File: src/rtl/tmr_flag_pkg.sv
`timescale 1ns/1ps
// Package: shared constants and types for the timer status-flag block.
// Assumes flag bit k (k < NUM_GR) belongs to general register k and the
// wrap flag sits just above them.
package tmr_flag_pkg;
    localparam int NUM_GR   = 2;
    localparam int FLAG_N   = NUM_GR + 1;
    localparam int IDX_GRA  = 0;
    localparam int IDX_GRB  = 1;
    localparam int IDX_WRAP = NUM_GR;

    typedef enum logic [1:0] {
        BUS_IDLE  = 2'd0,
        BUS_READ  = 2'd1,
        BUS_WRITE = 2'd2
    } bus_op_e;
endpackage

File: src/rtl/tmr_flag_src.sv
`timescale 1ns/1ps
// Module: tmr_flag_src
// Turns raw counter and register events into one set strobe per flag.
// Assumes all inputs are single-cycle strobes that are synchronous to clk.
// HAS_UNDERFLOW selects whether downward wraps can reach the wrap flag.
module tmr_flag_src
    import tmr_flag_pkg::*;
#(
    parameter bit HAS_UNDERFLOW = 1'b1
) (
    input  logic              cnt_wrap_up_i,
    input  logic              cnt_wrap_dn_i,
    input  logic              updown_mode_i,
    input  logic [NUM_GR-1:0] gr_capture_i,
    input  logic [NUM_GR-1:0] cmp_eq_i,
    input  logic [NUM_GR-1:0] cap_evt_i,
    output logic [FLAG_N-1:0] set_o
);
    logic dn_ok;

    // Downward wraps are qualified by the up/down mode, when the path exists.
    generate
        if (HAS_UNDERFLOW) begin : g_dn
            always_comb dn_ok = cnt_wrap_dn_i && updown_mode_i;
        end else begin : g_no_dn
            always_comb dn_ok = 1'b0;
        end
    endgenerate

    // Each general register picks its set source from its compare/capture role.
    generate
        for (genvar g = 0; g < NUM_GR; g++) begin : g_gr
            always_comb set_o[g] = gr_capture_i[g] ? cap_evt_i[g] : cmp_eq_i[g];
        end
    endgenerate

    // Wrap flag: set by any upward wrap or a qualified downward wrap.
    always_comb set_o[IDX_WRAP] = cnt_wrap_up_i || dn_ok;
endmodule

File: src/rtl/tmr_flag_bus.sv
`timescale 1ns/1ps
// Module: tmr_flag_bus
// Decodes the register bus into read and write strobes and drives read data.
// Assumes one access per cycle; the read data is valid only while reading.
module tmr_flag_bus
    import tmr_flag_pkg::*;
#(
    parameter int DATA_W = 8
) (
    input  logic              bus_sel_i,
    input  logic              bus_wr_i,
    input  logic [FLAG_N-1:0] flags_i,
    output logic              rd_stb_o,
    output logic              wr_stb_o,
    output logic [DATA_W-1:0] rdata_o
);
    localparam int PAD_W = DATA_W - FLAG_N;

    bus_op_e op;

    // Classify this cycle's access.
    always_comb begin
        if (!bus_sel_i)    op = BUS_IDLE;
        else if (bus_wr_i) op = BUS_WRITE;
        else               op = BUS_READ;
    end

    // Strobes and zero-extended read data follow the access type.
    always_comb begin
        rd_stb_o = 1'b0;
        wr_stb_o = 1'b0;
        rdata_o  = '0;
        case (op)
            BUS_READ: begin
                rd_stb_o = 1'b1;
                rdata_o  = {{PAD_W{1'b0}}, flags_i};
            end
            BUS_WRITE: wr_stb_o = 1'b1;
            default: ;
        endcase
    end
endmodule

File: src/rtl/tmr_flag_cell.sv
`timescale 1ns/1ps
// Module: tmr_flag_cell
// One sticky status flag. It has a read-armed bit, so that only a read
// which saw the flag at 1, followed by a write of 0, clears it.
// An optional hardware clear needs no arming.
// Assumes rd_i and wr_i are never high together.
module tmr_flag_cell #(
    parameter bit HAS_HW_CLR = 1'b0
) (
    input  logic clk,
    input  logic rst_n,
    input  logic set_i,
    input  logic rd_i,
    input  logic wr_i,
    input  logic wbit_i,
    input  logic hw_clr_i,
    output logic flag_o
);
    logic flag_q;
    logic arm_q;
    logic sw_clr;
    logic hw_clr;

    // Clear requests from software (armed write of 0) and from hardware.
    always_comb begin
        sw_clr = wr_i && !wbit_i && arm_q;
        hw_clr = HAS_HW_CLR && hw_clr_i;
    end

    // Flag register: a set has priority over any clear.
    always_ff @(posedge clk) begin
        if (!rst_n)                 flag_q <= 1'b0;
        else if (set_i)             flag_q <= 1'b1;
        else if (sw_clr || hw_clr)  flag_q <= 1'b0;
    end

    // Arm register: a read loads the flag value seen, and a write or hardware clear disarms.
    always_ff @(posedge clk) begin
        if (!rst_n)                arm_q <= 1'b0;
        else if (wr_i || hw_clr)   arm_q <= 1'b0;
        else if (rd_i)             arm_q <= flag_q;
    end

    assign flag_o = flag_q;
endmodule

File: src/rtl/tmr_flag_unit.sv
`timescale 1ns/1ps
// Module: tmr_flag_unit (top)
// Status register of one timer channel. It holds the wrap flag and the two
// general-register flags, gives bus access with read-then-clear, and drives
// masked level interrupts.
// CHAN_ID selects the underflow path (channels 2 to 4) and the DMA clear of
// flag A (channels 0 to 3).
module tmr_flag_unit
    import tmr_flag_pkg::*;
#(
    parameter int CHAN_ID = 2,
    parameter int DATA_W  = 8
) (
    input  logic              clk,
    input  logic              rst_n,
    input  logic              cnt_wrap_up_i,
    input  logic              cnt_wrap_dn_i,
    input  logic              updown_mode_i,
    input  logic [NUM_GR-1:0] gr_capture_i,
    input  logic [NUM_GR-1:0] cmp_eq_i,
    input  logic [NUM_GR-1:0] cap_evt_i,
    input  logic              dma_ack_i,
    input  logic              bus_sel_i,
    input  logic              bus_wr_i,
    input  logic [FLAG_N-1:0] bus_wdata_i,
    output logic [DATA_W-1:0] bus_rdata_o,
    input  logic [FLAG_N-1:0] irq_en_i,
    output logic [FLAG_N-1:0] irq_o,
    output logic [FLAG_N-1:0] flags_o
);
    localparam bit HAS_UNDERFLOW = (CHAN_ID >= 2) && (CHAN_ID <= 4);
    localparam bit HAS_DMA_CLR   = (CHAN_ID >= 0) && (CHAN_ID <= 3);

    logic [FLAG_N-1:0] set_vec;
    logic              rd_stb;
    logic              wr_stb;

    tmr_flag_src #(
        .HAS_UNDERFLOW (HAS_UNDERFLOW)
    ) src_i (
        .cnt_wrap_up_i (cnt_wrap_up_i),
        .cnt_wrap_dn_i (cnt_wrap_dn_i),
        .updown_mode_i (updown_mode_i),
        .gr_capture_i  (gr_capture_i),
        .cmp_eq_i      (cmp_eq_i),
        .cap_evt_i     (cap_evt_i),
        .set_o         (set_vec)
    );

    tmr_flag_bus #(
        .DATA_W (DATA_W)
    ) bus_i (
        .bus_sel_i (bus_sel_i),
        .bus_wr_i  (bus_wr_i),
        .flags_i   (flags_o),
        .rd_stb_o  (rd_stb),
        .wr_stb_o  (wr_stb),
        .rdata_o   (bus_rdata_o)
    );

    // One flag cell per status bit; only flag A gets the hardware clear.
    generate
        for (genvar k = 0; k < FLAG_N; k++) begin : g_flag
            tmr_flag_cell #(
                .HAS_HW_CLR ((k == IDX_GRA) && HAS_DMA_CLR)
            ) cell_i (
                .clk      (clk),
                .rst_n    (rst_n),
                .set_i    (set_vec[k]),
                .rd_i     (rd_stb),
                .wr_i     (wr_stb),
                .wbit_i   (bus_wdata_i[k]),
                .hw_clr_i (dma_ack_i),
                .flag_o   (flags_o[k])
            );
        end
    endgenerate

    // Level interrupt per flag, gated by its enable.
    always_comb irq_o = flags_o & irq_en_i;
endmodule

File: config.mk
export PLATFORM = sky130hd
export DESIGN_NAME = tmr_flag_unit
export DESIGN_NICKNAME = d
export VERILOG_FILES = /design/src/rtl/tmr_flag_pkg.sv /design/src/rtl/tmr_flag_src.sv /design/src/rtl/tmr_flag_bus.sv /design/src/rtl/tmr_flag_cell.sv /design/src/rtl/tmr_flag_unit.sv
export SDC_FILE = /design/constraint.sdc
export NUM_CORES = 1
export LEC_CHECK = 0
export ABC_CLOCK_PERIOD_IN_PS = 2100
export BUFFER_PORTS_ARGS = -buffer_cell sky130_fd_sc_hd__buf_2
export CORE_AREA = 2 2 39 41
export CTS_BUF_LIST = sky130_fd_sc_hd__clkbuf_4
export CTS_CLUSTER_DIAMETER = 100
export CTS_CLUSTER_SIZE = 24
export DETAILED_ROUTE_END_ITERATION = 8
export DIE_AREA = 0 0 41 43
export PLACE_DENSITY = 0.61
export SLEW_MARGIN = 20
export SYNTH_ARGS = -nofsm -noshare
export SYNTH_HDL_FRONTEND = slang
export SYNTH_SLANG_ARGS = --single-unit
File: constraint.sdc
create_clock -name clk -period 2.1 [get_ports clk]
set_clock_uncertainty 0.15 [all_clocks]
set_input_delay 0.63 -clock clk [delete_from_list [all_inputs] [get_ports clk]]
set_output_delay 0.63 -clock clk [all_outputs]
set_load 0.005 [all_outputs]
# [After elaboration in Yosys (flattened, before gate mapping)]
# Cells that the tools add are included.
# Widths: inputs -> output; s select.
[classes] bitwise=2 reduce_logical=18 muxes=13 n_eq_ne=2
[op_table] op="$mux 1" count=10
[op_table] op="$logic_and 1x1->1" count=7
[op_table] op="$reduce_bool 2->1" count=3
[op_table] op="$mux 2" count=2
[op_table] op="$reduce_or 2->1" count=2
[op_table] op="$and 3x3->3" count=1
[op_table] op="$logic_not 1->1" count=3
[op_table] op="$logic_or 1x1->1" count=3
[op_table] op="$mux 3" count=1
[op_table] op="$eq 2x1->1 const B" count=1
[op_table] op="$eq 2x2->1 const B" count=1
[op_table] op="$not 1->1" count=1
[totals] ff_bits=6 word_cells=41 output_inout_bits=14

# [Logic depth before layout (Yosys ltp)]
# Gate-level depths: netlist (run 1).
[logic_depth] word_depth=9 depth_mapped=2

# [By module]
# From an unflattened synthesis (run 1), not the netlist that was laid out.
[hier_totals] hier_cells=39 hier_area_um2=394.1
[by_module_without_submodules] mod="tmr_flag_cell at g_flag[1].cell_i ..." n_inst=2 area_each_um2=83.8 seq_area_each_um2=40.0 cells_each=7
[by_module_without_submodules] mod="tmr_flag_cell at g_flag[0].cell_i" n_inst=1 area_each_um2=90.1 seq_area_each_um2=40.0 cells_each=8
[by_module_without_submodules] mod="tmr_flag_bus" n_inst=1 area_each_um2=80.1 seq_area_each_um2=0.0 cells_each=11
[by_module_without_submodules] mod="tmr_flag_src" n_inst=1 area_each_um2=37.5 seq_area_each_um2=0.0 cells_each=3
[by_module_without_submodules] mod="tmr_flag_unit" n_inst=1 area_each_um2=18.8 seq_area_each_um2=0.0 cells_each=3

# [Worst setup path after synthesis (run 1)]
# No wires, ideal clock.
[synth_path] path_kind="input port to output port" from="input bus_wr_i" to="output bus_rdata_o[0]" stages=2 arrival_ns=0.847 path_slack_ns=0.473 cell_sequence="nand3b_1 > inv_1"
[synth_via] elab_chain_cells=4
[synth_rtl] item="start, declared" line="tmr_flag_unit.sv:24" text="input logic bus_wr_i,"
[synth_rtl] item="$mux 2" line="tmr_flag_bus.sv:24" text="else if (bus_wr_i) op = BUS_WRITE;"
[synth_rtl] item="$mux 2" line="tmr_flag_bus.sv:23" text="if (!bus_sel_i) op = BUS_IDLE;"
[synth_rtl] item="$eq 2x1->1" line="tmr_flag_bus.sv:33" text="case (op)"
[synth_rtl] item="$mux 3" line="tmr_flag_bus.sv:33"
[synth_rtl] item="end, declared" line="tmr_flag_unit.sv:26" text="output logic [DATA_W-1:0] bus_rdata_o,"
# Every way passes these cells.

# [Final worst setup path (run 1)]
[layout_path] from="input bus_wr_i" to="output bus_rdata_o[2]"
# The elaborated chain is that of the path after synthesis.

==> results of run 1 <==
layer usage:
layer	global-route usage [%]	up-vias	wire (um)
met5	0	-	0
li1	-	188	-
met3	9.42	5	91
met2	17.2	17	397
met4	8.00	0	24
met1	12.3	165	285
worst register-to-register path, delay by kind of cell, from the launching register on:
kind / cells / cell delay, ns
DFF: 1 / 0.30
AOI/OAI and AO/OA: 1 / 0.23
and+or+nand+nor: 1 / 0.20
cells by family (layout without fill, tap and decap cells):
family | count (synthesis) | after routing
AND/OR/NAND/NOR | 15 | 15
AO/OA/AOI/OAI | 7 | 7
multiplexers | 2 | 2
buffers and inverters | 12 | 35
other | 1 | 5
flip-flops | 6 | 6
stage by stage:
stage	util (%)	cells	hold WS (ns)
global placement	35.2	83	0.308
global route	36.8	86	0.347
CTS	36.8	86	0.319
finish	36.8	86	0.318
detailed placement	35.2	83	0.310
floorplan	-	47	0.295
final timing paths:
kind | startpoint | endpoint
max | bus_wr_i | bus_rdata_o[2]
min | g_flag[2].cell_i.arm_q$_SDFFE_PP0N_ | g_flag[2].cell_i.arm_q$_SDFFE_PP0N_
max reg2reg | g_flag[0].cell_i.arm_q$_SDFFE_PP0N_ | g_flag[0].cell_i.flag_o$_SDFFE_PN0P_
min reg2reg | g_flag[2].cell_i.arm_q$_SDFFE_PP0N_ | g_flag[2].cell_i.arm_q$_SDFFE_PP0N_
flip-flops by register name, summed over array words and instances (netlist names):
register,count
g_flag.cell_i.arm_q,3
g_flag.cell_i.flag_o,3
Yosys cell counts, drive strengths merged (2+ instances only):
master  n  area (um^2)
dfxtp   6          120
inv     4         15.0
and4b   3         30.0
and2    3         18.8
nand2   3         11.3
nand3b  3         22.5
mux2i   2         20.0
o22ai   2         12.5
buf     8         60.1
nand2b  3         18.8
a21oi   3         15.0
power by group:
group	switching (uW)	total [uW]	internal, uW
registers	5.95	128	122
clock network	45.2	110	64.9
logic	24.3	57.0	32.7
final cells by class:
| cell class | count | area, um^2 |
|---|---|---|
| tap | 16 | 20.0 |
| multi-input combinational | 29 | 191 |
| fill | 162 | 875 |
| clock buffer | 3 | 22.5 |
| timing repair buffer | 28 | 140 |
| inverter | 4 | 15.0 |
| sequential | 6 | 120 |
==> flow_summary.json, run 1 <==
{
  "ant_nets": 0,
  "clk_latency_ns": 0.25,
  "drtIter0Drc": 1,
  "diodes": 0,
  "setup_viol": 0,
  "critPathKind": "in -> out",
  "cp_top_family": "buffers and inverters",
  "clk_path_buf_depth": 2,
  "cp-end-kind": "output pin",
  "hold_path_depth": 2,
  "syn_avg_cell_area_um2": 8.64,
  "cp.arrival_ns": 1.09,
  "grt_max_degree": 10,
  "routedWlPerCell_um": 9.27,
  "grt_overflow_total": 0,
  "final_common_cell": "buf_2",
  "synth_warnings": 0,
  "viasPerCell": 4.36,
  "start_util_pct": 26.9,
  "cp.required_ns": 1.32,
  "cts_root_buf": "clkbuf_4",
  "port_buffers": 28,
  "rrSetupSlack_ns": 1.13,
  "cts_sinks": 6,
  "synth_fa_ha_area_share_pct": 0,
  "synth_top_family_by_area": "simple AND/OR/NAND/NOR gates",
  "htree_levels": 1,
  "pin_count": 34,
  "gr-usage-all-layers_pct": 12.4,
  "layout_setup_ws_ns": 0.229,
  "cts_buffers": 3,
  "vias": 375,
  "syn_area_um2": 372,
  "cpPeakStageDelay_ns": 0.17,
  "grt_pass1_wl_um": 1350,
  "start_kind": "input port",
  "die-height_um": 43,
  "finalHoldViolations": 0,
  "synthSimpleGateAreaFrac_pct": 27.3,
  "cts_setup_buffers": 0,
  "synthMuxAreaShare_pct": 5.39,
  "rsz0062_at_grt": "false",
  "antenna_found_initial": 0,
  "cp.depth": 4,
  "synth_enable_flop_cells": 0,
  "peakVddDrop_mv": 0.281,
  "drv_cap": 0,
  "synth_xor_area_share_pct": 0,
  "finalPower_uw": 295,
  "wl_um": 797,
  "clkSlewWorstSetupHoldPaths_ns": 0.05,
  "synthCells": 43,
  "layout_common_cells": "buf_2 (28), dfxtp_1 (6), conb_1 (5)",
  "ys_seq_area_share_pct": 32.3,
  "holdCritPathClass": "reg -> reg",
  "hpwl_um": 663,
  "r2r_cells": 2,
  "cts_tree": "done",
  "slew_violations": 0,
  "finalNetCount": 92,
  "yosys_most_used_dff": "dfxtp_1",
  "grt_pass1_vias": 331,
  "dr.pass1.iters": 4,
  "cts_resized": 0,
  "dieArea_mm2": 0.00176,
  "p_per_area_mw_per_mm2": 580,
  "synth_cell_type_count": 14,
  "ctsHoldBuffers": 0,
  "placed_area_um2": 487,
  "finalCriticalPeriod_ns": 1.87,
  "post-route-period-util_pct": 89.1,
  "die_w_um": 41,
  "dpl_worst_slack_ns": 0.219,
  "synth-compound-area-share_pct": 13.8,
  "cp_num_buf_inv": 3,
  "max_freq_mhz": 534,
  "status": "complete, no violations",
  "gp_congestion": 0.671,
  "core_area_mm2": 0.00138,
  "synthToLayoutAreaGrowth_pct": 37.0,
  "ys_seq_elements": 6,
  "p_leak_uw": 0.000294,
  "cp_common_cell": "buf_2",
  "rows": 14,
  "layout-drive-gt1-share_pct": 45.7,
  "cp_slowest_cell": "nand3b_1",
  "async_reset_ff_share_pct": 0,
  "drc": 0,
  "design_area_um2": 509,
  "timing.setup.tns_ns": 0,
  "crit_chain": "buf_2 -> nand3b_1 -> inv_1 -> buf_2",
  "path_max_fanout": 6
}
Note: power is estimated with default switching activity, not from simulation.
==> run 2, diff against run 1 <==
ABC_AREA = 1   (was not set)
PLACE_DENSITY = 0.63   (was 0.61)
==> run 2 against run 1 <==
Net effect: sequential power shrank 3%; worst setup slack lost 0.059 ns; via count grew 14%; sequential cell count is the same; hold slack is essentially flat; non-clock buffer count is the same; sequential share of layout area shrank 0.84 points; largest power group unchanged.
==> flow_summary.json, run 2 <==
{
  "rows": 14,
  "synthTopCellsByArea": "dfxtp_1 (31%), nand2_1 (17%), buf_4 (15%)",
  "grt_overflow_total": 0,
  "ant_nets": 0,
  "clk_path_buf_depth": 2,
  "finalHoldViolations": 0,
  "async_reset_ff_share_pct": 0,
  "pin_count": 34,
  "ys_seq_elements": 6,
  "cts_sinks": 6,
  "dp_cells": 105,
  "slew_violations": 0,
  "rrSetupSlack_ns": 1.22,
  "synthCells": 65,
  "cp.arrival_ns": 1.15,
  "grt_max_degree": 5,
  "gr-usage-all-layers_pct": 10.4,
  "drv_cap": 0,
  "crit_chain": "buf_2 -> nor2_2 -> nand2_1 -> inv_1 -> buf_2",
  "start_kind": "input port",
  "post-route-period-util_pct": 91.9,
  "layout_common_cells": "buf_2 (28), nand2_1 (18), inv_1 (15)",
  "cp_common_cell": "buf_2",
  "cts_setup_buffers": 0,
  "cp_top_family": "buffers and inverters",
  "synth_enable_flop_cells": 0,
  "cp-end-kind": "output pin",
  "start_util_pct": 28.2,
  "syn_avg_cell_area_um2": 6.01,
  "synth_cell_type_count": 10,
  "peakVddDrop_mv": 0.176,
  "status": "complete, no violations",
  "holdCritPathClass": "reg -> reg",
  "critPathLaunch": "bus_wr_i",
  "dieArea_mm2": 0.00176,
  "synthTopCellsByCount": "nand2_1 (18), inv_1 (15), buf_4 (8)",
  "final_cells": 108,
  "finalCriticalPeriod_ns": 1.93,
  "cts_root_buf": "clkbuf_4",
  "yosys_most_used_dff": "dfxtp_1",
  "htree_levels": 1,
  "synth_warnings": 0,
  "cpPeakStageDelay_ns": 0.15,
  "synth_top_cell_area_share_pct": 30.8,
  "min_from": "g_flag[2].cell_i.arm_q$_SDFFE_PP0N_",
  "met1_length_um": 340,
  "synth_most_common_cell": "nand2_1",
  "cp_num_buf_inv": 3,
  "final_common_cell": "buf_2",
  "core_area_mm2": 0.00138,
  "hpwl_um": 719,
  "max_freq_mhz": 518,
  "die_w_um": 41,
  "timing.setup.tns_ns": 0,
  "diodes": 0,
  "cp_slowest_cell": "nor2_2",
  "setup_viol": 0,
  "viasPerCell": 3.96,
  "cts_tree": "done",
  "dr.pass1.iters": 4,
  "grt_pass1_vias": 323,
  "antenna_found_initial": 0,
  "drc": 0,
  "rsz0062_at_grt": "false",
  "synth_top_cell_by_area": "dfxtp_1",
  "ys_seq_area_share_pct": 30.8,
  "syn_area_um2": 390,
  "cp.required_ns": 1.32,
  "wl_met3_um": 45,
  "critPathKind": "in -> out",
  "met2WireLength_um": 448,
  "clk_latency_ns": 0.25,
  "r2r-start": "g_flag[0].cell_i.flag_o$_SDFFE_PN0P_",
  "highest_layer": "met4",
  "gp_congestion": 0.670,
  "vias": 428,
  "path_max_fanout": 3,
  "cts_resized": 0,
  "port_buffers": 28,
  "drtIter0Drc": 12,
  "cts_buffers": 3,
  "finalNetCount": 114,
  "wl_um": 864,
  "die-height_um": 43,
  "layout-drive-gt1-share_pct": 35.9,
  "p_leak_uw": 0.000341,
  "clkSlewWorstSetupHoldPaths_ns": 0.05,
  "routedWlPerCell_um": 8.00,
  "ctsHoldBuffers": 0,
  "synthToLayoutAreaGrowth_pct": 35.3,
  "grt_pass1_wl_um": 1170,
  "p_per_area_mw_per_mm2": 552
}
[run 2: changes by cell type after synthesis, sizes merged]
cell,previous run,this run
and2,3,0
mux2i,2,0
nand2b,3,0
nor2,0,8
a211oi,1,0
and4b,3,0
o21ai,0,2
nand2,3,18
o32ai,1,0
a21oi,3,6
nand3b,3,0
inv,4,15
o22ai,2,0
o21a,0,1
[run 2: area by class of cell]
| cell class | count | area [um^2] |
|---|---|---|
| well taps | 16 | 20.0 |
| clock buffers | 3 | 22.5 |
| multi-input cells | 40 | 169 |
| repair buffers | 28 | 140 |
| fillers | 161 | 856 |
| inverters | 15 | 56.3 |
| flip-flops and latches | 6 | 120 |
[run 2: path summary, 6_finish.rpt]
kind | to | cells past startpoint
hold / removal | g_flag[2].cell_i.arm_q$_SDFFE_PP0N_ | 2
setup / recovery | bus_rdata_o[2] | 5
hold reg to reg | g_flag[2].cell_i.arm_q$_SDFFE_PP0N_ | 2
setup reg to reg | g_flag[0].cell_i.arm_q$_SDFFE_PP0N_ | 3
[run 2: where the power goes]
group	switching, uW	total [uW]	internal (uW)
clock	46.4	111	65.0
combinational	27.9	55.6	27.8
sequential	4.16	124	120
total	78.5	292	213
[run 2: logic make-up after synthesis]
family | count (synthesis) | share of synthesized area (%)
and+or+nand+nor | 26 | 26.3
buffers and inverters | 23 | 29.8
AOI/OAI and AO/OA | 9 | 12.2
DFF | 6 | 30.8
other | 1 | 0.961
[run 2: stage by stage]
step           hold slack [ns]  total power (uW)  util (%)  area [um^2]  setup WS [ns]
4_1_cts                  0.317               293      38.2          528          0.162
6_report                 0.318               292      38.2          528          0.170
2_1_floorplan            0.294               163         -          405          0.434
5_1_grt                  0.350               304      38.2          528          0.125
3_3_place_gp             0.304               182      36.5          505          0.170
3_5_place_dp             0.310               183      36.5          505          0.165
[run 2: layer usage]
layer  up-vias  track usage (%)
li1        231                -
met1       179             9.97
met2        14             16.3
met3         4             1.57
met4         0             12.0
met5         -                0
[run 2: worst reg2reg max path, cell delays in order (launching register included)]
cell     delay, ns
dfxtp_1       0.31
inv_1         0.08
nor2_2        0.05
o21a_1        0.18
